`src/rtl/pgw_pkg.sv`:
```
package pgw_pkg;

   typedef enum logic [2:0] {
      ST_IDLE,
      ST_OUTER,
      ST_INNER,
      ST_UPDATE,
      ST_DONE
   } walk_st_t;

   typedef enum logic [1:0] {
      FLT_NONE  = 2'b00,
      FLT_OUTER = 2'b01,
      FLT_INNER = 2'b10,
      FLT_PROT  = 2'b11
   } flt_t;

   // entry flag positions
   localparam int BIT_VALID = 0;
   localparam int BIT_WRITE = 1;
   localparam int BIT_REF   = 2;
   localparam int BIT_DIRTY = 3;

endpackage

```
`src/rtl/pgw_addr_gen.sv`:
```
module pgw_addr_gen #(
   parameter int VA_W  = 32,
   parameter int PA_W  = 32,
   parameter int OFF_W = 12,
   parameter int IDX_W = 10
) (
   input  logic [VA_W-1:0]       vaddr,
   input  logic [PA_W-1:0]       base,
   input  logic [PA_W-OFF_W-1:0] outer_frame,
   input  logic [PA_W-OFF_W-1:0] leaf_frame,
   output logic [PA_W-1:0]       outer_addr,
   output logic [PA_W-1:0]       inner_addr,
   output logic [PA_W-1:0]       phys_addr
);
   localparam int OUT_W = VA_W - OFF_W - IDX_W;
   localparam int WORD_SH = 2;

   initial begin
      assert (OUT_W > 0 && OUT_W + WORD_SH <= PA_W)
         else $error("outer index width out of range");
      assert (IDX_W + WORD_SH <= OFF_W)
         else $error("inner table must fit in one frame");
   end

   logic [OUT_W-1:0] outer_idx;
   logic [IDX_W-1:0] inner_idx;

   assign outer_idx = vaddr[VA_W-1 -: OUT_W];
   assign inner_idx = vaddr[OFF_W +: IDX_W];

   assign outer_addr = base + (PA_W'(outer_idx) << WORD_SH);
   assign inner_addr = {outer_frame, {OFF_W{1'b0}}} | (PA_W'(inner_idx) << WORD_SH);
   assign phys_addr  = {leaf_frame, vaddr[OFF_W-1:0]};

endmodule

```
`src/rtl/pgw_pte_eval.sv`:
```
module pgw_pte_eval
   import pgw_pkg::*;
#(
   parameter int PTE_W         = 32,
   parameter bit SKIP_CLEAN_WB = 1'b1
) (
   input  logic [PTE_W-1:0] pte,
   input  logic             is_write,
   output logic             valid,
   output logic             perm_bad,
   output logic [PTE_W-1:0] new_pte,
   output logic             need_wb
);
   initial begin
      assert (PTE_W > BIT_DIRTY) else $error("entry too narrow for flags");
   end

   logic [PTE_W-1:0] set_mask;

   always_comb begin
      set_mask            = '0;
      set_mask[BIT_REF]   = 1'b1;
      set_mask[BIT_DIRTY] = is_write;
   end

   assign valid    = pte[BIT_VALID];
   assign perm_bad = is_write & ~pte[BIT_WRITE];
   assign new_pte  = pte | set_mask;

   generate
      if (SKIP_CLEAN_WB) begin : g_skip_clean
         assign need_wb = (new_pte != pte);
      end else begin : g_always_wb
         assign need_wb = 1'b1;
      end
   endgenerate

endmodule

```
`src/rtl/pgw_walker.sv`:
```
module pgw_walker
   import pgw_pkg::*;
#(
   parameter int VA_W          = 32,
   parameter int PA_W          = 32,
   parameter int OFF_W         = 12,
   parameter int IDX_W         = 10,
   parameter bit SKIP_CLEAN_WB = 1'b1
) (
   input  logic            clk,
   input  logic            rst_n,
   input  logic            req_valid,
   input  logic [VA_W-1:0] req_vaddr,
   input  logic            req_write,
   input  logic [PA_W-1:0] req_base,
   output logic            done,
   output logic [PA_W-1:0] paddr,
   output logic [1:0]      fault,
   output logic            mem_rd,
   output logic            mem_wr,
   output logic [PA_W-1:0] mem_addr,
   output logic [PA_W-1:0] mem_wdata,
   input  logic [PA_W-1:0] mem_rdata,
   input  logic            mem_ack
);
   localparam int FRM_W = PA_W - OFF_W;

   walk_st_t         state;
   logic [VA_W-1:0]  va_q;
   logic             wr_q;
   logic [PA_W-1:0]  base_q;
   logic [FRM_W-1:0] outer_frm_q;
   logic [PA_W-1:0]  wb_q;
   logic [PA_W-1:0]  paddr_q;
   flt_t             fault_q;

   logic [PA_W-1:0] outer_addr, inner_addr, phys_addr;
   logic            pte_valid, perm_bad, need_wb;
   logic [PA_W-1:0] new_pte;

   pgw_addr_gen #(
      .VA_W (VA_W),
      .PA_W (PA_W),
      .OFF_W(OFF_W),
      .IDX_W(IDX_W)
   ) u_addr (
      .vaddr      (va_q),
      .base       (base_q),
      .outer_frame(outer_frm_q),
      .leaf_frame (mem_rdata[PA_W-1:OFF_W]),
      .outer_addr (outer_addr),
      .inner_addr (inner_addr),
      .phys_addr  (phys_addr)
   );

   pgw_pte_eval #(
      .PTE_W        (PA_W),
      .SKIP_CLEAN_WB(SKIP_CLEAN_WB)
   ) u_eval (
      .pte     (mem_rdata),
      .is_write(wr_q),
      .valid   (pte_valid),
      .perm_bad(perm_bad),
      .new_pte (new_pte),
      .need_wb (need_wb)
   );

   always_ff @(posedge clk) begin
      if (!rst_n) begin
         state       <= ST_IDLE;
         va_q        <= '0;
         wr_q        <= 1'b0;
         base_q      <= '0;
         outer_frm_q <= '0;
         wb_q        <= '0;
         paddr_q     <= '0;
         fault_q     <= FLT_NONE;
      end else begin
         case (state)
            ST_IDLE: begin
               if (req_valid) begin
                  va_q    <= req_vaddr;
                  wr_q    <= req_write;
                  base_q  <= req_base;
                  paddr_q <= '0;
                  fault_q <= FLT_NONE;
                  state   <= ST_OUTER;
               end
            end
            ST_OUTER: begin
               if (mem_ack) begin
                  if (!pte_valid) begin
                     fault_q <= FLT_OUTER;
                     state   <= ST_DONE;
                  end else begin
                     outer_frm_q <= mem_rdata[PA_W-1:OFF_W];
                     state       <= ST_INNER;
                  end
               end
            end
            ST_INNER: begin
               if (mem_ack) begin
                  if (!pte_valid) begin
                     fault_q <= FLT_INNER;
                     state   <= ST_DONE;
                  end else if (perm_bad) begin
                     fault_q <= FLT_PROT;
                     state   <= ST_DONE;
                  end else begin
                     paddr_q <= phys_addr;
                     wb_q    <= new_pte;
                     state   <= need_wb ? ST_UPDATE : ST_DONE;
                  end
               end
            end
            ST_UPDATE: begin
               if (mem_ack) state <= ST_DONE;
            end
            ST_DONE:  state <= ST_IDLE;
            default:  state <= ST_IDLE;
         endcase
      end
   end

   assign mem_rd    = (state == ST_OUTER) || (state == ST_INNER);
   assign mem_wr    = (state == ST_UPDATE);
   assign mem_addr  = (state == ST_OUTER) ? outer_addr : inner_addr;
   assign mem_wdata = wb_q;
   assign done      = (state == ST_DONE);
   assign paddr     = paddr_q;
   assign fault     = fault_q;

   AST_ONE_CMD: assert property (@(posedge clk) disable iff (!rst_n)
      !(mem_rd && mem_wr));
   AST_DONE_PULSE: assert property (@(posedge clk) disable iff (!rst_n)
      done |=> !done);
   AST_CMD_HOLD: assert property (@(posedge clk) disable iff (!rst_n)
      (mem_rd && !mem_ack) |=> (mem_rd && $stable(mem_addr)));
   AST_FAULT_NO_ADDR: assert property (@(posedge clk) disable iff (!rst_n)
      (done && fault != 2'b00) |-> (paddr == '0));
   AST_WB_REF: assert property (@(posedge clk) disable iff (!rst_n)
      mem_wr |-> mem_wdata[BIT_REF]);
   AST_WB_DIRTY: assert property (@(posedge clk) disable iff (!rst_n)
      (mem_wr && wr_q) |-> mem_wdata[BIT_DIRTY]);
   AST_WB_AFTER_INNER: assert property (@(posedge clk) disable iff (!rst_n)
      $rose(mem_wr) |-> $past(mem_rd && mem_ack));

endmodule

```
`config.mk`:
```
export PLATFORM = sky130hd
export DESIGN_NAME = pgw_walker
export DESIGN_NICKNAME = d
export VERILOG_FILES = /design/src/rtl/pgw_pkg.sv /design/src/rtl/pgw_addr_gen.sv /design/src/rtl/pgw_pte_eval.sv /design/src/rtl/pgw_walker.sv
export SDC_FILE = /design/constraint.sdc
export NUM_CORES = 1
export LEC_CHECK = 0
export ABC_AREA = 1
export BUFFER_PORTS_ARGS = -buffer_cell sky130_fd_sc_hd__buf_2
export CAP_MARGIN = 20
export CORE_MARGIN = 1
export CORE_UTILIZATION = 45
export CTS_CLUSTER_DIAMETER = 120
export DETAILED_ROUTE_END_ITERATION = 8
export PLACE_DENSITY = 0.72
export SETUP_SLACK_MARGIN = 0.15
export SYNTH_ARGS = -nofsm -noshare
export SYNTH_HDL_FRONTEND = slang
export SYNTH_SLANG_ARGS = --single-unit
```
`constraint.sdc`:
```
create_clock -name clk -period 2.2 [get_ports clk]
set_input_delay 0.11 -clock clk [delete_from_list [all_inputs] [get_ports clk]]
set_output_delay 0.11 -clock clk [all_outputs]
set_load 0.1 [all_outputs]
```
==> results of run 1 <==
per-stage QoR:
step	instances	hold WS, ps	TNS (ps)
3_3_place_gp	1384	349.1	0
2_1_floorplan	1031	244.9	-1227
5_1_grt	1522	11.61	-5238
4_1_cts	1517	1.658	-2052
3_5_place_dp	1384	352.7	0
6_report	1522	5.816	-2661
sequential cells by signal, indices dropped and copies added, names as in the netlist:
signal,flops
va_q,32
state,3
wr_q,1
fault,2
paddr,32
base_q,32
outer_frm_q,20
mem_wdata,32
logic make-up after synthesis:
group,after synthesis,synth area share
flip-flops,154,0.4408
adder cells (fa/ha/maj),11,0.02075
XOR/XNOR,7,0.008766
AO/OA/AOI/OAI,203,0.1460
AND/OR/NAND/NOR,523,0.3097
buffers and inverters,133,0.07406
layout make-up:
cell class                      instances  area, um2  share of cell area
Sequential cell                       154       3112              0.2803
Timing Repair Buffer                  326       2728              0.2457
Clock buffer                           17      425.4             0.03832
Tap cell                              188      235.2             0.02119
Inverter                               78      297.8             0.02682
Multi-Input combinational cell        744       4123              0.3714
Clock inverter                         15      181.4             0.01634
cells in the final DEF (no fill, tap or decap), types with 4 or more instances in the layout:
cell,instances
nand2_1,229
buf_2,168
dfxtp_1,131
a21oi_1,122
nand3_1,96
dlygate4sd3_1,91
nor2_1,87
inv_1,65
o21ai_0,62
nand2_2,47
buf_12,36
buf_4,26
dfxtp_2,23
clkbuf_16,17
inv_2,11
o21ai_2,11
nand2_4,10
ha_4,10
nand3_2,9
nand3_4,9
nor2_4,8
nor2_2,7
nor3_1,5
xnor2_2,5
nand4_1,4
inv_6,4
inv_8,4
buf_6,4
layer usage:
| metal | up-vias | track usage |
|---|---|---|
| li1 | 3940 | - |
| met1 | 3746 | 0.3573 |
| met2 | 360 | 0.5349 |
| met3 | 91 | 0.07128 |
| met4 | 0 | 0.1597 |
| met5 | - | 0 |
worst max-delay path, stage by stage, from the launching register on:
cell and delay, ps:
dfxtp_2 340, ha_4 160, fa_2 410, nand3_2 90
nand3_4 120, nand2_4 100, nand2_4 80, nand3_4 70
nand3_2 50, nand2_1 80, nand2_1 70, nand2_2 90
buf_12 170
power groups by stage:
stage / Combinational, uW / Sequential (uW) / Clock (uW)
after CTS: 4210 / 3310 / 3050
after detailed placement: 3910 / 3330 / 0
final: 4390 / 3330 / 3020
after global routing: 4610 / 3360 / 3180
after floorplan: 2430 / 3500 / 0
after global placement: 3890 / 3320 / 0
how the worst min path moves through the flow:
| stage | cells past startpoint | startpoint | slack (ps) | to |
|---|---|---|---|---|
| 4_1_cts | 3 | req_base[21] | 2 | base_q[21]$_SDFFE_PN0P_ |
| 2_1_floorplan | 2 | mem_rdata[12] | 240 | outer_frm_q[0]$_SDFFE_PN0P_ |
| 3_3_place_gp | 3 | mem_rdata[22] | 350 | outer_frm_q[10]$_SDFFE_PN0P_ |
| 6_report | 3 | req_base[21] | 6 | base_q[21]$_SDFFE_PN0P_ |
| 5_1_grt | 3 | req_vaddr[28] | 10 | va_q[28]$_SDFFE_PN0P_ |
| 3_5_place_dp | 3 | mem_rdata[22] | 350 | outer_frm_q[10]$_SDFFE_PN0P_ |
repair_timing:
action | CTS | global route
hold buffers | 91 | 0
gates cloned | 0 | 0
resized for setup | 96 | 77
setup buffers | 10 | 5
endpoints found under the setup margin | 28 | 49
hold endpoints to repair | 129 | 0
pin swaps | 19 | 38
==> results.cfg, run 1 <==
[synthesis]
synth_cells = 1031
yosys-top-cells-area = dfxtp_1 (44%), nand2_1 (15%), a21oi_1 (8.9%)
synthArstFlopShare = 0
synth_common_cells = nand2_1 (288), dfxtp_1 (154), a21oi_1 (125)
yosysWarnings = 0
synth-seq-cells = 154
ys.flop_type = dfxtp_1
synth_area_um2 = 6994
synth_edf_count = 0
synth.distinct_cells = 25
synth_seq_area_share = 0.4408
synth_top_area_frac = 0.4408
avgSynthCellArea_um2 = 6.784
yosysTopAreaCell = dfxtp_1
synth_nets = 1143
synth.most_common_cell = nand2_1

[global_routing]
grt_pass1_wl_um = 39120
grt_pass1_vias = 8081
grt-ovfl-total = 0
antenna_found_initial = 0
grt_usage = 0.3090
grt_max_degree = 90

[cts]
cts_root_buffer = clkbuf_16
numCtsBuffers = 17
clk-insertion-delay-late_ps = 430
cts.path.max_buffers = 2
htreeDepth = 4
cts_tree = built
cts.sinks = 154
clk_pin_slew_ps = 60

[sta]
setup_ws_ps = -181.2
grt_setup_unrepaired = yes
setup_viol = 24
period_needed_ps = 2381
slew_headroom = 0.5633
hold_viol = 0
tightest_slew_ps = 654.4
final-max-slew-violation-count = 0
period_share = 1.082
fmax_mhz = 420.0
finClkSkew_ps = 9.933

[layout]
stdcell_area_um2 = 11100
drive_gt1_frac = 0.3246
finish.utilization = 0.7303
nets = 1433
area_growth_pct = 58.73
antenna_cells = 0
n_fill_cell = 1112

[pwr]
ir_drop_v = 0.0006895
leakagePower_uw = 0.004930
p_seq_frac = 0.310
pwr-share-clk = 0.282
p_per_area_nw_per_um2 = 966.8
swShare = 0.4173
p_sw_uw = 4479
finalPower_uw = 10730
power.internal_uw = 6254
combPwrFrac = 0.409

[placement]
numPortBuffers = 201
gp_congestion = 0.8656
place_area_um2 = 8791
pre_cts_slack_ps = 118.1
hpwl_um = 15480

[worst_setup_path]
r2r_start = state[1]$_SDFFE_PN0P_
cp-startpoint = base_q[2]$_SDFFE_PN0P_
path_class = register to primary output
end_kind = primary output
crit_fanout = 4
cp-start-kind = register
crit_arrival_ps = 2270
worstRegToRegCells = 8
reg2reg_slack_ps = 330
r2r-end = paddr[12]$_SDFFE_PN0P_
cp-endpoint = mem_addr[26]
cp.required_ps = 2090

[drt]
vias = 8137
routed-wl-met2_um = 12310
route.top_layer_used = met4
ant_nets = 0
drc_errors = 0
first_iter_violations = 721
drtPass1Iterations = 5
wl_met3_um = 1620
vias_per_cell = 5.346
wl_per_cell_um = 16.44
drt-met1-wl_um = 10050
drt_wl_total_um = 25020

[floorplanning]
core_um2 = 15200
dieArea_um2 = 16050
io_pins = 202
die_w_um = 126.7
start_util = 0.4601
placement_rows = 45
fp.dieH_um = 126.7

[run_status]
outcome = finished, violations left
violations = setup timing

[job]
cap_violations = 0

[worst_hold_path]
min_path_type = primary input to register
(Power assumes the default switching activity.)
==> run 2: changes to the inputs <==
--- a/config.mk
+++ b/config.mk
@@ -14,6 +14,8 @@
 export DETAILED_ROUTE_END_ITERATION = 8
 export PLACE_DENSITY = 0.72
 export SETUP_SLACK_MARGIN = 0.15
+export SKIP_CTS_REPAIR_TIMING = 1
+export SLEW_MARGIN = 20
 export SYNTH_ARGS = -nofsm -noshare
 export SYNTH_HDL_FRONTEND = slang
 export SYNTH_SLANG_ARGS = --single-unit
==> results.cfg, run 2 (synthesis gave the netlist of run 1 again) <==
[worst_setup_path]
cp-start-kind = register
cp_common_cell = nand2_1
crit_chain = ha_4 -> fa_2 -> buf_4 -> nand3_4 -> nand3_4 -> nand2_1 -> nand2_1 -> nand2_1 -> nand2_1 -> nand2_2 -> buf_12
crit_arrival_ps = 2240
cp_slowest_cell = fa_2
cp.required_ps = 2090
end_kind = primary output
crit_fanout = 7
path_class = register to primary output
slowest_delay_ps = 370
reg2reg_slack_ps = 420

[global_routing]
grt_usage = 0.2737
grt_max_degree = 90
antenna_found_initial = 0
grt-ovfl-total = 0
grt_pass1_wl_um = 34890
grt_pass1_vias = 7220

[drt]
wl_per_cell_um = 16.10
drtPass1Iterations = 5
ant_nets = 0
first_iter_violations = 589
drc_errors = 0
drt_wl_total_um = 24070
vias = 7904
vias_per_cell = 5.287

[floorplanning]
core_um2 = 15200
start_util = 0.4601
dieArea_um2 = 16050
fp.dieH_um = 126.7
die_w_um = 126.7
io_pins = 202
placement_rows = 45

[placement]
pre_cts_slack_ps = 118.1
numPortBuffers = 201
hpwl_um = 15480
gp_congestion = 0.8656
dp.cells = 1384

[cts]
cts_tree = built
cts_root_buffer = clkbuf_16
clk_pin_slew_ps = 70
numCtsBuffers = 17
htreeDepth = 4
cts.sinks = 154
cts.path.max_buffers = 2
clk-insertion-delay-late_ps = 430

[pwr]
finalPower_uw = 10620
ir_drop_v = 0.0006744
p_per_area_nw_per_um2 = 994.5
leakagePower_uw = 0.004733

[layout]
area_growth_pct = 52.63
layoutNonFillerInstCount = 1495
drive_gt1_frac = 0.3114
final_common_cell = nand2_1
antenna_cells = 0
nets = 1406
most-common-layout-cells = nand2_1 (236), buf_2 (168), dfxtp_1 (132)

[sta]
setup_ws_ps = -150.8
final-max-slew-violation-count = 0
hold_ws_ps = -34.73
grt_setup_unrepaired = yes
setup_viol = 23
fmax_mhz = 425.4
tns_ps = -1992
finClkSkew_ps = 10.05
period_share = 1.069
slew_headroom = 0.5702
tightest_slew_ps = 644.0
period_needed_ps = 2351
hold_viol = 16

[run_status]
outcome = finished, violations left
violations = hold timing, setup timing

[job]
cap_violations = 0

[worst_hold_path]
min_path_type = primary input to register
[run 2: cell count changes in the layout (fill, tap and decap cells not counted), sizes merged]
cell | before | now
dlygate4sd3 | 91 | 71
buf | 235 | 228
[run 2: through the flow]
step / util / hold slack [ps] / area (um2)
global route: 0.7022 / -11.77 / 10680
finish: 0.7022 / -34.73 / 10680
global placement: 0.5783 / 349.1 / 8791
detailed placement: 0.5783 / 352.7 / 8791
floorplan: - / 244.9 / 7097
CTS: 0.6182 / -96.28 / 9398
[run 2: worst paths after layout]
path | startpoint | depth (start not counted) | end
min reg2reg | paddr[25]$_SDFFE_PN0P_ | 2 | paddr[25]$_SDFFE_PN0P_
min | req_base[22] | 3 | base_q[22]$_SDFFE_PN0P_
max | va_q[22]$_SDFFE_PN0P_ | 11 | mem_addr[28]
max reg2reg | state[1]$_SDFFE_PN0P_ | 8 | paddr[24]$_SDFFE_PN0P_
[run 2: per-layer routing]
| layer | global-route usage | part of all wire |
|---|---|---|
| met1 | 0.3285 | 0.42 |
| met3 | 0.06453 | 0.058 |
| met4 | 0.1022 | 0.024 |
| met2 | 0.4761 | 0.50 |
| met5 | 0 | 0 |
[run 2: worst max-delay path, delay by kind of cell, from the launching register on]
kind	cells	cell delay [ps]
buffers and inverters	2	340
flip-flops	1	340
AND/OR/NAND/NOR	7	620
adder cells (fa/ha/maj)	2	530
[run 2: area by class of cell]
class                           count  area [um2]
Tap cell                          188       235.2
Clock buffer                       17       425.4
Fill cell                        1201        4527
Timing Repair Buffer              299        2467
Sequential cell                   154        3110
Inverter                           78       295.3
Multi-Input combinational cell    744        3960
Clock inverter                     15       181.4
[run 2: where the power goes]
| group | switching (uW) | internal (uW) |
|---|---|---|
| Clock | 1300 | 1720 |
| Sequential | 243 | 3080 |
| Combinational | 2880 | 1390 |
| Total | 4430 | 6190 |
==> run 3: changes to the inputs <==
--- a/config.mk
+++ b/config.mk
@@ -9,12 +9,11 @@
 export BUFFER_PORTS_ARGS = -buffer_cell sky130_fd_sc_hd__buf_2
 export CAP_MARGIN = 20
 export CORE_MARGIN = 1
-export CORE_UTILIZATION = 45
+export CORE_UTILIZATION = 35
 export CTS_CLUSTER_DIAMETER = 120
 export DETAILED_ROUTE_END_ITERATION = 8
-export PLACE_DENSITY = 0.72
+export PLACE_DENSITY = 0.59
 export SETUP_SLACK_MARGIN = 0.15
-export SKIP_CTS_REPAIR_TIMING = 1
 export SLEW_MARGIN = 20
 export SYNTH_ARGS = -nofsm -noshare
 export SYNTH_HDL_FRONTEND = slang
==> results.cfg, run 3 (synthesis gave the netlist of run 1 again) <==
[run_status]
outcome = finished, violations left
violations = setup timing

[sta]
period_share = 1.077
period_needed_ps = 2369
finClkSkew_ps = 13.16
tns_ps = -2854
final-max-slew-violation-count = 0
setup_viol = 28
fmax_mhz = 422.1
grt_setup_unrepaired = yes
hold_ws_ps = 7.440
tightest_slew_ps = 638.9
hold_viol = 0
setup_ws_ps = -168.9
slew_headroom = 0.5734

[worst_setup_path]
path_class = register to primary output
cp.required_ps = 2090
crit_chain = ha_4 -> nand2_2 -> inv_2 -> nand2_1 -> nand2_1 -> nand2_2 -> nand3_4 -> buf_4 -> nand2_2 -> nand2_2 -> nand3_2 -> nand2_2 -> buf_12
crit_arrival_ps = 2260
slowest_delay_ps = 340
end_kind = primary output
worstRegToRegCells = 7
crit_fanout = 7
reg2reg_slack_ps = 410
r2r_start = state[1]$_SDFFE_PN0P_
cp_slowest_cell = dfxtp_2
cp-start-kind = register
cp_common_cell = nand2_2
r2r-end = paddr[17]$_SDFFE_PN0P_

[drt]
first_iter_violations = 604
drtPass1Iterations = 7
drc_errors = 0
drt_wl_total_um = 25640
vias_per_cell = 5.014
wl_per_cell_um = 15.91
vias = 8082
ant_nets = 0

[layout]
n_fill_cell = 1763
final_common_cell = nand2_1
nets = 1445
most-common-layout-cells = nand2_1 (221), buf_2 (168), dfxtp_1 (131)
drive_gt1_frac = 0.3410
area_growth_pct = 63.45

[cts]
htreeDepth = 4
cts.sinks = 154
clk_pin_slew_ps = 70
cts_root_buffer = clkbuf_16
cts.path.max_buffers = 2
cts_tree = built
clk-insertion-delay-late_ps = 430
numCtsBuffers = 17

[global_routing]
grt_pass1_vias = 7674
grt_pass1_wl_um = 38550
antenna_found_initial = 1
grt_max_degree = 58
grt-ovfl-total = 0
grt_usage = 0.2404

[worst_hold_path]
hold_end = va_q[29]$_SDFFE_PN0P_
min_from = req_vaddr[29]
min_path_type = primary input to register
holdPathStages = 3

[floorplanning]
io_pins = 202
core_um2 = 19530
placement_rows = 51
fp.dieH_um = 143.4
die_w_um = 143.4
start_util = 0.3582
dieArea_um2 = 20550

[pwr]
p_seq_frac = 0.309
p_sw_uw = 4636
pwr-share-clk = 0.272
ir_drop_v = 0.0005674
combPwrFrac = 0.420
power.internal_uw = 6134
swShare = 0.4305
p_per_area_nw_per_um2 = 942.1
leakagePower_uw = 0.005047

[placement]
numPortBuffers = 201
pre_cts_slack_ps = 74.12
gp_congestion = 0.9202
hpwl_um = 16340

[job]
cap_violations = 0
run 3: cell types whose count changed in the layout (fill, tap and decap cells not counted), moves of 3 or more:
cell and change:
nand2_4 +9, nor2_1 -3, nand3_4 +5, buf_4 +9, nand2_1 -15, xnor2_1 -3
nor2_4 +3, nand3_1 -7, xnor2_4 +4, buf_6 +10, dlygate4sd3_1 +19, nand2_2 +5
run 3: repair_timing:
action                                  CTS  global route
hold endpoints to repair                128             0
hold buffers                             90             0
endpoints found under the setup margin   28            43
gates cloned                              0             0
pin swaps                                40            43
gates resized for setup                 132            70
setup buffers                            17            13
run 3: area by class of cell:
type                    count  area [um2]  share of cell area
repair buffers            338        2863              0.2504
clock buffers              17       425.4             0.03721
inverters                  78       295.3             0.02583
diodes                      1       2.502           0.0002189
well taps                 265       331.6             0.02900
flip-flops and latches    154        3114              0.2724
clock inverters            15       157.7             0.01379
multi-input cells         744        4243              0.3711
run 3: stage by stage:
stage | util | instances | instance area, um2 | total power, uW
floorplan | - | 1031 | 7097 | 5926
global placement | 0.4560 | 1460 | 8905 | 7298
detailed placement | 0.4560 | 1460 | 8905 | 7295
CTS | 0.5664 | 1599 | 11060 | 10630
global route | 0.5855 | 1612 | 11430 | 11200
finish | 0.5855 | 1612 | 11430 | 10770
run 3: worst max-delay path, delay by kind of cell, from the launching register on:
kind / cells / cell delay [ps]
fa+ha+maj: 1 / 320
buf+inv: 3 / 420
flops: 1 / 340
simple gates: 9 / 740
run 3: power by group through the flow:
stage               clock network (uW)  registers (uW)  logic [uW]
finish                            2930            3320        4520
global placement                     0            3330        3970
global route                      3070            3350        4780
detailed placement                   0            3330        3970
CTS                               2960            3310        4360
floorplan                            0            3500        2430
run 3: worst max path at each step:
stage / startpoint / slack [ps] / end / cells after the start
2_1_floorplan: state[0]$_SDFFE_PN0P_ / -290 / mem_addr[0] / 6
5_1_grt: va_q[28]$_SDFFE_PN0P_ / -260 / mem_addr[26] / 14
6_report: va_q[26]$_SDFFE_PN0P_ / -170 / mem_addr[16] / 13
3_5_place_dp: base_q[2]$_SDFFE_PN0P_ / 70 / mem_addr[30] / 12
3_3_place_gp: base_q[2]$_SDFFE_PN0P_ / 90 / mem_addr[14] / 9
4_1_cts: va_q[22]$_SDFFE_PN0P_ / -160 / mem_addr[24] / 13
run 3: routing by layer:
layer	GRT usage	vias to the layer above	part of all wire	wire, um
li1	-	3969	-	-
met1	0.3043	3766	0.43	11000
met4	0.08567	0	0.026	671
met2	0.4021	296	0.49	12440
met3	0.05065	51	0.060	1526
met5	0	-	0	0
